$ cat config.mk
export PLATFORM = sky130hd
export DESIGN_NAME = dma_chan_ctrl
export DESIGN_NICKNAME = d
export VERILOG_FILES = /design/src/rtl/dma_chan_pkg.sv /design/src/rtl/dma_desc_fetch.sv /design/src/rtl/dma_addr_gen.sv /design/src/rtl/dma_chan_ctrl.sv
export SDC_FILE = /design/constraint.sdc
export NUM_CORES = 1
export LEC_CHECK = 0
export BUFFER_PORTS_ARGS = -buffer_cell sky130_fd_sc_hd__buf_2
export CAP_MARGIN = 20
export CORE_MARGIN = 10
export CORE_UTILIZATION = 53
export DETAILED_ROUTE_END_ITERATION = 6
export PLACE_DENSITY = 0.73
export SETUP_SLACK_MARGIN = 0.3
export SYNTH_ARGS = -nofsm -noshare
export SYNTH_HDL_FRONTEND = slang
export SYNTH_HIERARCHICAL = 1
export SYNTH_SLANG_ARGS = --single-unit
export TNS_END_PERCENT = 1
$ cat constraint.sdc
create_clock -name clk -period 10.6 [get_ports clk]
set_input_delay 0 -clock clk [delete_from_list [all_inputs] [get_ports clk]]
set_output_delay 0 -clock clk [all_outputs]
set_load 0.01 [all_outputs]
$ cat src/rtl/dma_chan_pkg.sv
// Shared types and configuration-word field helpers for the DMA channel.
// Assumes a fixed 32-bit register/descriptor word.
package dma_chan_pkg;

    localparam int WORD_W   = 32;
    localparam int STRIDE_W = 16;

    // Register select codes on the write port.
    localparam logic [1:0] SEL_START = 2'd0;
    localparam logic [1:0] SEL_LEN   = 2'd1;
    localparam logic [1:0] SEL_CFG   = 2'd2;
    localparam logic [1:0] SEL_PTR   = 2'd3;

    typedef enum logic [1:0] {
        FLOW_STOP  = 2'b00,
        FLOW_AUTO  = 2'b01,
        FLOW_ARRAY = 2'b10,
        FLOW_LIST  = 2'b11
    } flow_e;

    typedef enum logic [1:0] {
        ST_IDLE  = 2'd0,
        ST_FETCH = 2'd1,
        ST_LOAD  = 2'd2,
        ST_RUN   = 2'd3
    } state_e;

    typedef enum logic [1:0] {
        FMT_ARRAY = 2'd0,
        FMT_RING  = 2'd1,
        FMT_FULL  = 2'd2
    } fmt_e;

    function automatic flow_e cfg_flow(input logic [WORD_W-1:0] c);
        return flow_e'(c[1:0]);
    endfunction

    function automatic logic cfg_irq_done(input logic [WORD_W-1:0] c);
        return c[2];
    endfunction

    function automatic logic cfg_irq_half(input logic [WORD_W-1:0] c);
        return c[3];
    endfunction

    function automatic logic cfg_ring(input logic [WORD_W-1:0] c);
        return c[4];
    endfunction

    function automatic logic [STRIDE_W-1:0] cfg_stride(input logic [WORD_W-1:0] c);
        return c[WORD_W-1 -: STRIDE_W];
    endfunction

    function automatic logic [2:0] fmt_words(input fmt_e f);
        case (f)
            FMT_ARRAY: return 3'd1;
            FMT_RING:  return 3'd2;
            default:   return 3'd4;
        endcase
    endfunction

endpackage

$ cat src/rtl/dma_desc_fetch.sv
// Descriptor word fetcher.
// Purpose: on a start pulse, read nwords consecutive words from base,
//   one request at a time. Each returned word is reported with its index,
//   and the final word is flagged.
// Assumes: a request completes in the cycle mem_rd_valid is high, and
//   start is only pulsed while the fetcher is inactive.
module dma_desc_fetch #(
    parameter int AW = 32
) (
    input  logic          clk,
    input  logic          rst_n,
    input  logic          start,
    input  logic [AW-1:0] base,
    input  logic [2:0]    nwords,
    output logic          mem_rd_req,
    output logic [AW-1:0] mem_rd_addr,
    input  logic          mem_rd_valid,
    output logic          word_vld,
    output logic [1:0]    word_idx,
    output logic          last
);

    logic          active_q;
    logic [2:0]    idx_q;
    logic [2:0]    n_q;
    logic [AW-1:0] base_q;
    logic [2:0]    idx_inc;

    assign idx_inc = idx_q + 3'd1;

    // Track the active fetch and the index of the word being read.
    always_ff @(posedge clk) begin
        if (!rst_n) begin
            active_q <= 1'b0;
            idx_q    <= '0;
            n_q      <= '0;
            base_q   <= '0;
        end else if (start) begin
            active_q <= 1'b1;
            idx_q    <= '0;
            n_q      <= nwords;
            base_q   <= base;
        end else if (active_q && mem_rd_valid) begin
            idx_q <= idx_inc;
            if (idx_inc == n_q) begin
                active_q <= 1'b0;
            end
        end
    end

    assign mem_rd_req  = active_q;
    assign mem_rd_addr = base_q + AW'(idx_q);
    assign word_vld    = active_q && mem_rd_valid;
    assign word_idx    = idx_q[1:0];
    assign last        = word_vld && (idx_inc == n_q);

    p_idx_bound_r7: assert property (@(posedge clk) disable iff (!rst_n)
        active_q |-> (idx_q < n_q));

    p_rd_hold_r11: assert property (@(posedge clk) disable iff (!rst_n)
        (mem_rd_req && !mem_rd_valid) |=> (mem_rd_req && $stable(mem_rd_addr)));

endmodule

$ cat src/rtl/dma_addr_gen.sv
// One-dimensional address generator.
// Purpose: hold the current address and the transfer index of a buffer.
//   The address steps by a signed stride on each accepted transfer, and the
//   generator flags the last and the halfway transfers.
// Assumes: load has priority over step. A length of zero stands for
//   2**LW transfers.
module dma_addr_gen #(
    parameter int AW = 32,
    parameter int LW = 16,
    parameter int SW = 16
) (
    input  logic          clk,
    input  logic          rst_n,
    input  logic          load,
    input  logic [AW-1:0] load_addr,
    input  logic [LW-1:0] load_len,
    input  logic [SW-1:0] stride,
    input  logic          step,
    output logic [AW-1:0] cur_addr,
    output logic          last,
    output logic          half_hit
);

    logic [AW-1:0] cur_q;
    logic [LW-1:0] idx_q;
    logic [LW-1:0] len_q;
    logic [LW-1:0] idx_inc;
    logic [AW-1:0] stride_ext;

    assign stride_ext = AW'(signed'(stride));
    assign idx_inc    = idx_q + LW'(1);

    // Load a new buffer, or advance address and index on a transfer.
    always_ff @(posedge clk) begin
        if (!rst_n) begin
            cur_q <= '0;
            idx_q <= '0;
            len_q <= '0;
        end else if (load) begin
            cur_q <= load_addr;
            idx_q <= '0;
            len_q <= load_len;
        end else if (step) begin
            cur_q <= cur_q + stride_ext;
            idx_q <= idx_inc;
        end
    end

    assign cur_addr = cur_q;
    assign last     = (idx_inc == len_q);
    assign half_hit = (len_q[LW-1:1] != '0) && (idx_inc == (len_q >> 1));

    p_load_restart_r4: assert property (@(posedge clk) disable iff (!rst_n)
        load |=> (cur_addr == $past(load_addr)));

endmodule

$ cat src/rtl/dma_chan_ctrl.sv
// DMA channel controller (top).
// Purpose: holds the working registers and runs the channel state machine
//   (idle, descriptor fetch, load, run). It issues transfer requests through
//   the address generator, chains buffers according to the flow field, and
//   raises the completion and halfway interrupt pulses.
// Assumes: descriptor memory returns one word per request. Register writes
//   are accepted only while idle.
module dma_chan_ctrl #(
    parameter int AW = 32,
    parameter int LW = 16
) (
    input  logic          clk,
    input  logic          rst_n,
    input  logic          reg_wr_en,
    input  logic [1:0]    reg_wr_sel,
    input  logic [31:0]   reg_wr_data,
    input  logic          go,
    output logic          mem_rd_req,
    output logic [AW-1:0] mem_rd_addr,
    input  logic          mem_rd_valid,
    input  logic [31:0]   mem_rd_data,
    output logic          xfer_req,
    output logic [AW-1:0] xfer_addr,
    input  logic          xfer_rdy,
    output logic          irq_done,
    output logic          irq_half,
    output logic          busy,
    output logic          cfg_err
);
    import dma_chan_pkg::*;

    state_e              state_q, state_d;
    fmt_e                fmt_q, fmt_next;
    logic [AW-1:0]       start_q;
    logic [LW-1:0]       len_q;
    logic [WORD_W-1:0]   cfg_q;
    logic [AW-1:0]       ptr_q;
    logic                err_q;
    logic                irq_done_q;
    logic                irq_half_q;
    flow_e               flow;
    logic                step;
    logic                done_buf;
    logic                fetch_go;
    logic                ag_load;
    logic                ag_last;
    logic                ag_half;
    logic [AW-1:0]       ag_addr;
    logic                fe_vld;
    logic [1:0]          fe_idx;
    logic                fe_last;
    logic                sentinel;

    assign flow     = cfg_flow(cfg_q);
    assign step     = (state_q == ST_RUN) && xfer_rdy;
    assign done_buf = step && ag_last;
    assign sentinel = fe_last && (fmt_q == FMT_ARRAY) && (mem_rd_data == '1);

    // Choose the descriptor format for the next fetch from the live config.
    always_comb begin
        if (flow == FLOW_ARRAY)    fmt_next = FMT_ARRAY;
        else if (cfg_ring(cfg_q))  fmt_next = FMT_RING;
        else                       fmt_next = FMT_FULL;
    end

    assign fetch_go = cfg_q[1] &&
                      (((state_q == ST_IDLE) && go) || done_buf);
    assign ag_load  = (state_q == ST_LOAD) ||
                      (done_buf && (flow == FLOW_AUTO));

    // Next-state logic for the channel sequencer.
    always_comb begin
        state_d = state_q;
        case (state_q)
            ST_IDLE:  if (go) state_d = cfg_q[1] ? ST_FETCH : ST_LOAD;
            ST_FETCH: if (fe_last) state_d = sentinel ? ST_IDLE : ST_LOAD;
            ST_LOAD:  state_d = ST_RUN;
            ST_RUN: begin
                if (done_buf) begin
                    case (flow)
                        FLOW_STOP: state_d = ST_IDLE;
                        FLOW_AUTO: state_d = ST_RUN;
                        default:   state_d = ST_FETCH;
                    endcase
                end
            end
            default:  state_d = ST_IDLE;
        endcase
    end

    // State register and latched fetch format.
    always_ff @(posedge clk) begin
        if (!rst_n) begin
            state_q <= ST_IDLE;
            fmt_q   <= FMT_FULL;
        end else begin
            state_q <= state_d;
            if (fetch_go) fmt_q <= fmt_next;
        end
    end

    // Working registers: software writes while idle, descriptor words while fetching.
    always_ff @(posedge clk) begin
        if (!rst_n) begin
            start_q <= '0;
            len_q   <= '0;
            cfg_q   <= '0;
            ptr_q   <= '0;
            err_q   <= 1'b0;
        end else begin
            if (reg_wr_en && (state_q != ST_IDLE)) begin
                err_q <= 1'b1;
            end else if (reg_wr_en) begin
                case (reg_wr_sel)
                    SEL_START: start_q <= AW'(reg_wr_data);
                    SEL_LEN:   len_q   <= LW'(reg_wr_data);
                    SEL_CFG:   cfg_q   <= reg_wr_data;
                    default:   ptr_q   <= AW'(reg_wr_data);
                endcase
            end
            if (fe_vld) begin
                case (fmt_q)
                    FMT_ARRAY: begin
                        start_q <= AW'(mem_rd_data);
                        ptr_q   <= ptr_q + AW'(1);
                    end
                    FMT_RING: begin
                        if (fe_idx == 2'd0) ptr_q   <= AW'(mem_rd_data);
                        else                start_q <= AW'(mem_rd_data);
                    end
                    default: begin
                        case (fe_idx)
                            2'd0:    ptr_q   <= AW'(mem_rd_data);
                            2'd1:    start_q <= AW'(mem_rd_data);
                            2'd2:    len_q   <= LW'(mem_rd_data);
                            default: cfg_q   <= mem_rd_data;
                        endcase
                    end
                endcase
            end
        end
    end

    // Single-cycle interrupt pulses, registered off the accepting handshake.
    always_ff @(posedge clk) begin
        if (!rst_n) begin
            irq_done_q <= 1'b0;
            irq_half_q <= 1'b0;
        end else begin
            irq_done_q <= done_buf && cfg_irq_done(cfg_q);
            irq_half_q <= step && ag_half && cfg_irq_half(cfg_q);
        end
    end

    dma_desc_fetch #(.AW(AW)) u_fetch (
        .clk          (clk),
        .rst_n        (rst_n),
        .start        (fetch_go),
        .base         (ptr_q),
        .nwords       (fmt_words(fmt_next)),
        .mem_rd_req   (mem_rd_req),
        .mem_rd_addr  (mem_rd_addr),
        .mem_rd_valid (mem_rd_valid),
        .word_vld     (fe_vld),
        .word_idx     (fe_idx),
        .last         (fe_last)
    );

    dma_addr_gen #(.AW(AW), .LW(LW), .SW(STRIDE_W)) u_agen (
        .clk       (clk),
        .rst_n     (rst_n),
        .load      (ag_load),
        .load_addr (start_q),
        .load_len  (len_q),
        .stride    (cfg_stride(cfg_q)),
        .step      (step),
        .cur_addr  (ag_addr),
        .last      (ag_last),
        .half_hit  (ag_half)
    );

    assign xfer_req  = (state_q == ST_RUN);
    assign xfer_addr = ag_addr;
    assign busy      = (state_q != ST_IDLE);
    assign cfg_err   = err_q;
    assign irq_done  = irq_done_q;
    assign irq_half  = irq_half_q;

    p_idle_quiet_r12: assert property (@(posedge clk) disable iff (!rst_n)
        !busy |-> (!xfer_req && !mem_rd_req));

    p_xfer_hold_r11: assert property (@(posedge clk) disable iff (!rst_n)
        (xfer_req && !xfer_rdy) |=> (xfer_req && $stable(xfer_addr)));

    p_err_sticky_r10: assert property (@(posedge clk) disable iff (!rst_n)
        cfg_err |=> cfg_err);

    p_busy_write_err_r10: assert property (@(posedge clk) disable iff (!rst_n)
        (reg_wr_en && busy) |=> cfg_err);

    p_done_on_accept_r5: assert property (@(posedge clk) disable iff (!rst_n)
        irq_done |-> $past(xfer_req && xfer_rdy));

    p_half_done_excl_r6: assert property (@(posedge clk) disable iff (!rst_n)
        !(irq_half && irq_done));

    p_linear_stop_r2: assert property (@(posedge clk) disable iff (!rst_n)
        (xfer_req && xfer_rdy && ag_last && (flow == FLOW_STOP)) |=> !busy);

endmodule

==> out/qor.csv, run 1 <==
metric,value,unit
run status,finished clean,
crit start category,register,
violation count after the first detailed-routing iteration,1111,
CTS sink count,211,
routability cong.,0.947,
global route total overflow,0,
total wire length,42.2,mm
path class of the lowest-slack min-delay path,primary input to register,
RSZ-0062 raised after global routing,false,
"Slowest-stage cell, CP",sky130_fd_sc_hd__nand2_1,
most common library cell in the layout ignoring fill and taps,sky130_fd_sc_hd__dfxtp_1,
DRT Pass-1 Iters,5,
Pleak,6.40,nW
vias in the first global route,12144,
ordered cell list for the critical path,"ha_1, and4_4, nand2_4, xor2_4, xnor2_1, or4_4, nor4_2, nand4b_1, a21oi_4, buf_4, inv_2, nand2_1, nor2_1, nand4_1, o311a_1, o21ai_0",
endpoint of the worst register-to-register path,u_agen/cur_addr[24],
half-perimeter wire length after detailed placement,30.0,mm
cell internal power dissipation,0.00148,W
total of flip-flops plus latches after synthesis,211,
post-synthesis to final-layout area growth,20.4,%
number of gates given a new drive strength after cts,0,
Comb power frac,0.167,
hold-fix buffers at CTS,101,
total of endpoints with negative setup slack in the final report,0,
Buffers on Ports,141,
Top Ports,142,
number of antenna violations at the first check in global routing,1,
max_cap viols,0,
wire length of the first global-routing pass,66.1,mm
max-slew violations,0,
clock buffers created by TritonCTS,24,
worst-margin pin slew,1.11,ns
"Max FO, Critical Path",46,
Die Y-Extent,177,microns
Final Skew,0.0306,ns
Post-route DRC,0,
syn_area_per_cell,8.64,sq um
share of Yosys cell area claimed by the top area cell type,0.324,
peak ir drop on the vdd network,0.000103,V
maximum clock frequency,202,MHz
Worst R2R Setup Slack,5.65,ns
number of synthesis warnings,6,
arrival time reported for the critical path endpoint,5.36,ns
netlist area before placement,13000,sq um
"leading cell types in the layout, fill and taps excluded","sky130_fd_sc_hd__dfxtp_1 (211), sky130_fd_sc_hd__nor2_1 (166), sky130_fd_sc_hd__mux2i_1 (157), sky130_fd_sc_hd__buf_2 (141)",
end-of-flow core utilization,0.648,
headroom to the max-slew limit,0.256,
cell taking the most area after synthesis,sky130_fd_sc_hd__dfxtp_1,
count of endpoints failing hold in the final timing report,0,
maximum buffer depth of the clock tree,3,
number of setup buffers added after CTS,0,
Gate Count Post-Synth,1510,
Die ar.,31300,sq um
H-Tree Level Count,1,
critical path startpoint,u_agen/idx_q[0],
clock-pin slew on the worst setup and hold paths,0.06,ns
core area,24200,sq um
post-route fraction of the period consumed by the critical path,0.467,
average wire per standard cell,20.6,microns
worst hold margin,0.159,ns
ys flop type,sky130_fd_sc_hd__dfxtp_1,
portion of the post-synthesis area used by sequential elements,0.324,
initial cell density of the core,0.538,
CTS tree,built,
launch instance of the worst register-to-register path,u_agen/idx_q[0],
biggest area contributors in the synthesized netlist,"sky130_fd_sc_hd__dfxtp_1 (32%), sky130_fd_sc_hd__mux2i_1 (12%), sky130_fd_sc_hd__xnor2_1 (5.6%)",
FP Rows,57,
filler cell count in the final layout,2043,
Final Critical Period,4.95,ns
CP Data Required Time,11.01,ns
Setup TNS Final,0,ns
critical path start-end classification,register to register,
async set-reset flop share out of synthesis,0,
fraction of power consumed by the clock network,0.409,
count of unique library cells instantiated by Yosys,81,
net switching power figure,0.000587,W
largest stage delay on the critical path,0.54,ns
width of the die,177,microns
kind of end point of the critical path,register,
remaining number of nets flagged by the antenna check after routing,0,
Power per Cell Area,131,nW/um^2
clock latency on the worst-skew pair,0.54,ns
Finished Layout Cells,2049,
fraction of layout cells with a size suffix above 1,0.137,
CP bufs+invs,2,
Total Routing Usage GR,0.258,
final net count,1818,
overall via count from detail_route,12610,
capturing element of the worst setup path,u_agen/cur_addr[24],
cell area after layout,15700,sq um
via count normalized by instance count,6.15,
critical path depth,16,
switching part of the total,0.285,
Sequential Power Share,0.424,
number of cells on the worst reg-to-reg path,16,
Post-Syn Nets,1621,
largest net degree at the start of global routing,81,
total placed cells including tap cells,1903,
placed cell areas,13900,sq um
family with the most delay on the worst path,simple AND/OR/NAND/NOR gates,
clock root buffer master,sky130_fd_sc_hd__clkbuf_16,
number of enable-type register cells in the synthesized netlist,0,
==> cell type report <==
cell class,count,area (sq um),share of cell area
diodes,1,2.50,0.000159
clock buffers,34,688,0.0438
clock inverters,9,106,0.00677
inverters,25,93.8,0.00597
multi-input cells,1189,8350,0.531
flip-flops and latches,211,4220,0.269
well taps,324,405,0.0258
repair buffers,256,1840,0.117
==> registers in the layout, summed over array words and instances (netlist names) <==
name,count
cfg_err,1
cfg_q,21
fmt_q,2
irq_done,1
irq_half,1
len_q,16
ptr_q,32
start_q,32
state_q,2
u_agen/cur_addr,32
u_agen/idx_q,16
u_agen/len_q,16
u_fetch/base_q,32
u_fetch/idx_q,3
u_fetch/mem_rd_req,1
u_fetch/n_q,3
==> tightest hold or removal path, delay by kind of cell <==
family / cells / cell delay (ns)
AOI/OAI and AO/OA: 1 / 0.08
and+or+nand+nor: 1 / 0.18
muxes: 1 / 0.18
buffers and inverters: 1 / 0.20
==> worst min-delay path by stage <==
stage | depth (start not counted) | to | startpoint
4_1_cts | 4 | len_q[0] | reg_wr_sel[1]
6_report | 4 | len_q[0] | reg_wr_sel[1]
5_1_grt | 4 | len_q[0] | reg_wr_sel[1]
2_1_floorplan | 2 | ptr_q[11] | mem_rd_data[11]
3_5_place_dp | 3 | ptr_q[13] | mem_rd_data[13]
3_3_place_gp | 3 | ptr_q[11] | mem_rd_data[11]
==> per-stage QoR <==
stage          setup WS, ns  total power [W]
5_1_grt                5.32          0.00213
3_3_place_gp           5.75          0.00120
4_1_cts                5.63          0.00206
2_1_floorplan          7.03          0.00109
6_report               5.65          0.00206
3_5_place_dp           5.68          0.00120
==> logic make-up after synthesis <==
group | Yosys count | synth area share
and+or+nand+nor | 508 | 0.195
AOI/OAI and AO/OA | 340 | 0.183
DFF | 211 | 0.324
muxes | 167 | 0.129
xor gates and xnor gates | 135 | 0.0927
buffers and inverters | 110 | 0.0380
adders and majority gates | 39 | 0.0386
==> per-layer routing <==
layer	GRT usage	up-vias	wire length [microns]
li1	-	5937	-
met1	0.331	6012	17700
met2	0.419	553	19500
met3	0.0472	108	3490
met4	0.102	0	1530
met5	0	-	0
==> power by group through the flow <==
stage | registers [W] | logic, W | clock network (W)
2_1_floorplan | 0.000879 | 0.000209 | 0
3_3_place_gp | 0.000891 | 0.000304 | 0
3_5_place_dp | 0.000891 | 0.000308 | 0
4_1_cts | 0.000874 | 0.000336 | 0.000847
5_1_grt | 0.000878 | 0.000372 | 0.000877
6_report | 0.000875 | 0.000345 | 0.000844
==> Yosys cell counts, drive strengths merged, types with 3 or more instances <==
cell and number:
nand3 50, a22o 3, buf 31, a31oi 6, dfxtp 211, a211oi 84
nand2b 4, or3 9, o22ai 9, mux2i 157, o221ai 13, a21o 20
and2 11, o21a 4, nor2 169, and4 7, nor3 18, nand2 104
xnor2 83, inv 25, a21oi 73, a22oi 12, clkbuf 54, o31a 4
o21ai 50, o21bai 4, mux2 10, xor2 52, o211ai 8, a211o 5
o41ai 3, ha 37, nor4 12, nor2b 45, nand4b 5, and3 16
a221oi 6, nand4 54, a32o 8, o2bb2ai 11
Note: power is estimated with default switching activity, not from simulation.
==> run 2, diff against run 1 <==
- PLACE_DENSITY: 0.73 -> 0.76
- clock period: 10.6 -> 4.2 ns (I/O delays scaled with it)
==> out/qor.csv, run 2 (synthesized netlist as in run 1, its figures left out) <==
metric,value,unit
Buffers on Ports,141,
Final Critical Period,3.74,ns
headroom to the max-slew limit,0.258,
violation count after the first detailed-routing iteration,1296,
post-layout worst setup margin,0.457,ns
critical path start-end classification,register to register,
clock buffers created by TritonCTS,24,
Worst R2R Setup Slack,0.46,ns
via count normalized by instance count,6.14,
arrival time reported for the critical path endpoint,4.15,ns
path class of the lowest-slack min-delay path,primary input to register,
placed cell areas,13900,sq um
DRT Pass-1 Iters,6,
post-route fraction of the period consumed by the critical path,0.891,
count of endpoints failing hold in the final timing report,0,
Comb power frac,0.171,
launch instance of the worst register-to-register path,u_agen/idx_q[0],
Pleak,6.40,nW
overall via count from detail_route,12634,
fraction of layout cells with a size suffix above 1,0.142,
"leading cell types in the layout, fill and taps excluded","sky130_fd_sc_hd__dfxtp_1 (209), sky130_fd_sc_hd__nor2_1 (166), sky130_fd_sc_hd__mux2i_1 (157), sky130_fd_sc_hd__buf_2 (141), sky130_fd_sc_hd__nand2_1 (101)",
global route total overflow,0,
total wire length,42.9,mm
Final Skew,0.0174,ns
half-perimeter wire length after detailed placement,30.5,mm
net switching power figure,0.00150,W
Power per Cell Area,332,nW/um^2
ordered cell list for the critical path,"ha_2, and4_4, nand2_4, xor2_4, xnor2_1, or4_4, nor4_4, buf_4, and3_1, a22o_1, nand2_1, clkinv_1, buf_12, mux2i_1, nor2b_1",
final net count,1823,
Die Y-Extent,177,microns
wire length of the first global-routing pass,66.9,mm
worst-margin pin slew,1.11,ns
FP Rows,57,
Top Ports,142,
CP Data Required Time,4.60,ns
filler cell count in the final layout,2024,
number of antenna violations at the first check in global routing,3,
cell area after layout,15800,sq um
"Slowest-stage cell, CP",sky130_fd_sc_hd__or4_4,
maximum clock frequency,267,MHz
maximum buffer depth of the clock tree,3,
RSZ-0062 raised after global routing,false,
max_cap viols,0,
max-slew violations,0,
fraction of power consumed by the clock network,0.408,
clock root buffer master,sky130_fd_sc_hd__clkbuf_16,
kind of end point of the critical path,register,
total power consumption of the routed design,0.00523,W
worst hold path cell count,2,
average wire per standard cell,20.9,microns
run status,finished clean,
initial cell density of the core,0.538,
worst hold margin,0.0551,ns
width of the die,177,microns
footprint of the multi-input gates,8370,sq um
remaining number of nets flagged by the antenna check after routing,0,
routability cong.,0.974,
endpoint of the worst register-to-register path,u_fetch/base_q[16],
largest net degree at the start of global routing,74,
register cell area after layout,4230,sq um
Total Routing Usage GR,0.262,
post-synthesis to final-layout area growth,20.9,%
number of cells on the worst reg-to-reg path,15,
clock-pin slew on the worst setup and hold paths,0.06,ns
CTS sink count,211,
CTS tree,built,
"Max FO, Critical Path",36,
vias in the first global route,12139,
total of endpoints with negative setup slack in the final report,0,
largest stage delay on the critical path,0.53,ns
Post-route DRC,0,
Min-Delay Startpoint,rst_n,
core area,24200,sq um
Setup TNS Final,0,ns
crit start category,register,
peak ir drop on the vdd network,0.000312,V
Die ar.,31300,sq um
switching part of the total,0.287,
cell internal power dissipation,0.00373,W
Sequential Power Share,0.422,
most common library cell in the layout ignoring fill and taps,sky130_fd_sc_hd__dfxtp_1,
sink of the worst hold path,fmt_q[1],
H-Tree Level Count,1,
clock latency on the worst-skew pair,0.53,ns
pre-CTS WS,0.278,ns
-- run 2: cell type report --
cell class	count	share of cell area
Timing Repair Buffer	261	0.119
Inverter	25	0.00595
Clock buffer	37	0.0437
Sequential cell	211	0.268
Clock inverter	7	0.00643
Antenna cell	2	0.000317
Tap cell	324	0.0257
Multi-Input combinational cell	1189	0.531
-- run 2: what timing repair did --
item / 4_1_cts / 5_1_grt
hold endpoints to repair: 106 / 0
pin swaps: 1 / 1
resized for setup: 0 / 5
setup buffers: 2 / 0
hold buffers: 100 / 0
setup endpoints to repair: 4 / 45
-- run 2: routing by layer --
metal	wire length [microns]	track usage	vias up
met5	13	0	-
met4	1450	0.0918	2
met1	17600	0.332	6043
li1	-	-	5962
met2	20400	0.439	532
met3	3440	0.0454	95
-- run 2: power groups by stage --
stage / sequential, W / combinational [W] / clock (W)
floorplan: 0.00222 / 0.000527 / 0
global placement: 0.00224 / 0.000785 / 0
detailed placement: 0.00224 / 0.000795 / 0
CTS: 0.00220 / 0.000871 / 0.00214
global route: 0.00221 / 0.000962 / 0.00222
finish: 0.00220 / 0.000892 / 0.00213
-- run 2: worst max-delay path: cells and delay by family, from the launching register on --
kind	cells	cell delay [ns]
multiplexers	1	0.25
AND/OR/NAND/NOR	7	1.66
flip-flops	1	0.42
XOR/XNOR	2	0.29
adder cells (fa/ha/maj)	1	0.29
buffers and inverters	3	0.56
AO/OA/AOI/OAI	1	0.14
-- run 2: worst max-delay path by stage --
stage,slack [ns],cells after the start,endpoint,start
floorplan,0.63,15,u_agen/cur_addr[8],u_agen/idx_q[0]
global placement,0.39,15,u_agen/cur_addr[24],u_agen/idx_q[0]
detailed placement,0.28,15,u_agen/cur_addr[24],u_agen/idx_q[0]
CTS,0.41,15,u_fetch/base_q[24],u_agen/idx_q[0]
global route,0.30,15,u_fetch/base_q[16],u_agen/idx_q[0]
finish,0.46,15,u_fetch/base_q[16],u_agen/idx_q[0]
-- run 2: metrics by stage --
| stage | util | instances |
|---|---|---|
| 6_report | 0.650 | 2056 |
| 5_1_grt | 0.650 | 2056 |
| 4_1_cts | 0.649 | 2054 |
| 3_5_place_dp | 0.575 | 1908 |
| 3_3_place_gp | 0.575 | 1908 |
| 2_1_floorplan | - | 1510 |
==> run 3, diff against run 2 <==
- GPL_TIMING_DRIVEN: not set -> 0
==> out/qor.csv, run 3 (synthesized netlist as in run 1, its figures left out) <==
metric,value,unit
"leading cell types in the layout, fill and taps excluded","sky130_fd_sc_hd__dfxtp_1 (209), sky130_fd_sc_hd__nor2_1 (164), sky130_fd_sc_hd__mux2i_1 (157), sky130_fd_sc_hd__buf_2 (156), sky130_fd_sc_hd__dlygate4sd3_1 (103)",
critical path startpoint,u_agen/idx_q[3],
clock latency on the worst-skew pair,0.55,ns
peak ir drop on the vdd network,0.000361,V
Pleak,6.58,nW
end-of-flow core utilization,0.665,
path class of the lowest-slack min-delay path,primary input to register,
footprint of the multi-input gates,8390,sq um
headroom to the max-slew limit,0.197,
Power per Cell Area,333,nW/um^2
violation count after the first detailed-routing iteration,1551,
H-Tree Level Count,1,
FP Rows,57,
Setup TNS Final,0,ns
fraction of layout cells with a size suffix above 1,0.152,
CTS sink count,211,
critical path start-end classification,register to register,
Finished Layout Cells,2120,
ordered cell list for the critical path,"and3_4, and4_4, buf_6, nand2_4, xor2_4, xnor2_1, or4_4, nor4_4, buf_4, and3_1, a22o_1, nand2_1, inv_1, clkbuf_4, buf_6, mux2i_1, nor2b_1",
max_cap viols,0,
"Slowest-stage cell, CP",sky130_fd_sc_hd__or4_4,
worst-margin pin slew,1.20,ns
filler cell count in the final layout,1982,
CTS tree,built,
maximum buffer depth of the clock tree,3,
crit start category,register,
remaining number of nets flagged by the antenna check after routing,0,
placed cell areas,14200,sq um
most common library cell in the layout ignoring fill and taps,sky130_fd_sc_hd__dfxtp_1,
largest stage delay on the critical path,0.53,ns
cell area after layout,16100,sq um
total of endpoints with negative setup slack in the final report,0,
kind of end point of the critical path,register,
capturing element of the worst setup path,u_fetch/base_q[19],
wire length of the first global-routing pass,71.9,mm
largest net degree at the start of global routing,19,
average wire per standard cell,21.9,microns
worst hold path cell count,4,
CP bufs+invs,5,
count of endpoints failing hold in the final timing report,0,
clock-pin slew on the worst setup and hold paths,0.06,ns
family with the most delay on the worst path,simple AND/OR/NAND/NOR gates,
DRT Pass-1 Iters,7,
clock buffers created by TritonCTS,24,
CP most frequent cell,sky130_fd_sc_hd__buf_6,
Die ar.,31300,sq um
"Max FO, Critical Path",10,
Buffers on Ports,141,
Total Routing Usage GR,0.285,
maximum clock frequency,267,MHz
arrival time reported for the critical path endpoint,4.16,ns
endpoint of the worst register-to-register path,u_fetch/base_q[19],
RSZ-0062 raised after global routing,false,
Worst R2R Setup Slack,0.45,ns
initial cell density of the core,0.538,
critical path depth,17,
Post-route DRC,0,
max-slew violations,0,
Final Critical Period,3.75,ns
Final Skew,0.0293,ns
final net count,1892,
routability cong.,0.979,
run status,finished clean,
total wire length,46.4,mm
number of antenna violations at the first check in global routing,0,
post-route fraction of the period consumed by the critical path,0.893,
register cell area after layout,4230,sq um
launch instance of the worst register-to-register path,u_agen/idx_q[3],
half-perimeter wire length after detailed placement,33.8,mm
vias in the first global route,12926,
post-synthesis to final-layout area growth,23.5,%
CP Data Required Time,4.61,ns
overall via count from detail_route,13406,
width of the die,177,microns
pre-CTS WS,-0.511,ns
via count normalized by instance count,6.32,
clock root buffer master,sky130_fd_sc_hd__clkbuf_16,
post-layout worst setup margin,0.448,ns
core area,24200,sq um
Die Y-Extent,177,microns
global route total overflow,0,
Top Ports,142,
total placed cells including tap cells,1975,
number of cells on the worst reg-to-reg path,17,
[run 3: cell count changes in the layout (fill, tap and decap cells not counted), moves of 6 or more]
cell | previous run | this run
sky130_fd_sc_hd__clkbuf_1 | 9 | 49
sky130_fd_sc_hd__buf_6 | 0 | 6
sky130_fd_sc_hd__buf_2 | 141 | 156
sky130_fd_sc_hd__buf_4 | 18 | 9
[run 3: how the worst min path moves through the flow]
stage | start | to | slack (ns)
6_report | reg_wr_sel[1] | len_q[1] | 0.04
3_5_place_dp | reg_wr_en | cfg_err | 0.30
5_1_grt | reg_wr_sel[1] | len_q[1] | 0.05
2_1_floorplan | mem_rd_data[11] | ptr_q[11] | 0.12
3_3_place_gp | reg_wr_en | cfg_err | 0.31
4_1_cts | reg_wr_sel[1] | len_q[1] | 0.02
[run 3: worst register-to-register path, stage by stage (launching register included)]
cell,delay [ns]
sky130_fd_sc_hd__dfxtp_1,0.45
sky130_fd_sc_hd__and3_4,0.26
sky130_fd_sc_hd__and4_4,0.23
sky130_fd_sc_hd__buf_6,0.14
sky130_fd_sc_hd__nand2_4,0.07
sky130_fd_sc_hd__xor2_4,0.16
sky130_fd_sc_hd__xnor2_1,0.13
sky130_fd_sc_hd__or4_4,0.53
sky130_fd_sc_hd__nor4_4,0.14
sky130_fd_sc_hd__buf_4,0.19
sky130_fd_sc_hd__and3_1,0.20
sky130_fd_sc_hd__a22o_1,0.16
sky130_fd_sc_hd__nand2_1,0.11
sky130_fd_sc_hd__inv_1,0.09
sky130_fd_sc_hd__clkbuf_4,0.24
sky130_fd_sc_hd__buf_6,0.21
sky130_fd_sc_hd__mux2i_1,0.24
sky130_fd_sc_hd__nor2b_1,0.09
[run 3: final cells by class]
class,instances,area share
diodes,1,0.000155
flip-flops and latches,211,0.262
clock buffers,29,0.0409
clock inverters,11,0.00963
repair buffers,245,0.108
well taps,324,0.0252
plain buffers,85,0.0271
multi-input cells,1189,0.521
inverters,25,0.00582
[run 3: routing by layer]
layer,vias to the layer above,GRT usage,routed length (microns)
li1,6074,-,-
met1,6425,0.380,18800
met2,765,0.460,21100
met3,142,0.0446,4680
met4,0,0.101,1770
met5,-,0,0
[run 3: through the flow]
stage	power [W]	hold WS (ns)
4_1_cts	0.00532	0.0191
6_report	0.00536	0.0437
3_5_place_dp	0.00307	0.305
2_1_floorplan	0.00275	0.116
5_1_grt	0.00552	0.0527
3_3_place_gp	0.00306	0.310
[run 3: what timing repair did]
item,4_1_cts,5_1_grt
setup buffers,1,0
endpoints found under the hold margin,113,0
hold buffers,103,0
gates resized for setup,14,29
pin swaps,1,1
endpoints found under the setup margin,97,89
[run 3: where the power goes]
| part | total, W | switching [W] | internal (W) |
|---|---|---|---|
| registers | 0.00221 | 0.000118 | 0.00209 |
| logic | 0.000952 | 0.000557 | 0.000395 |
| clock network | 0.00220 | 0.000901 | 0.00130 |
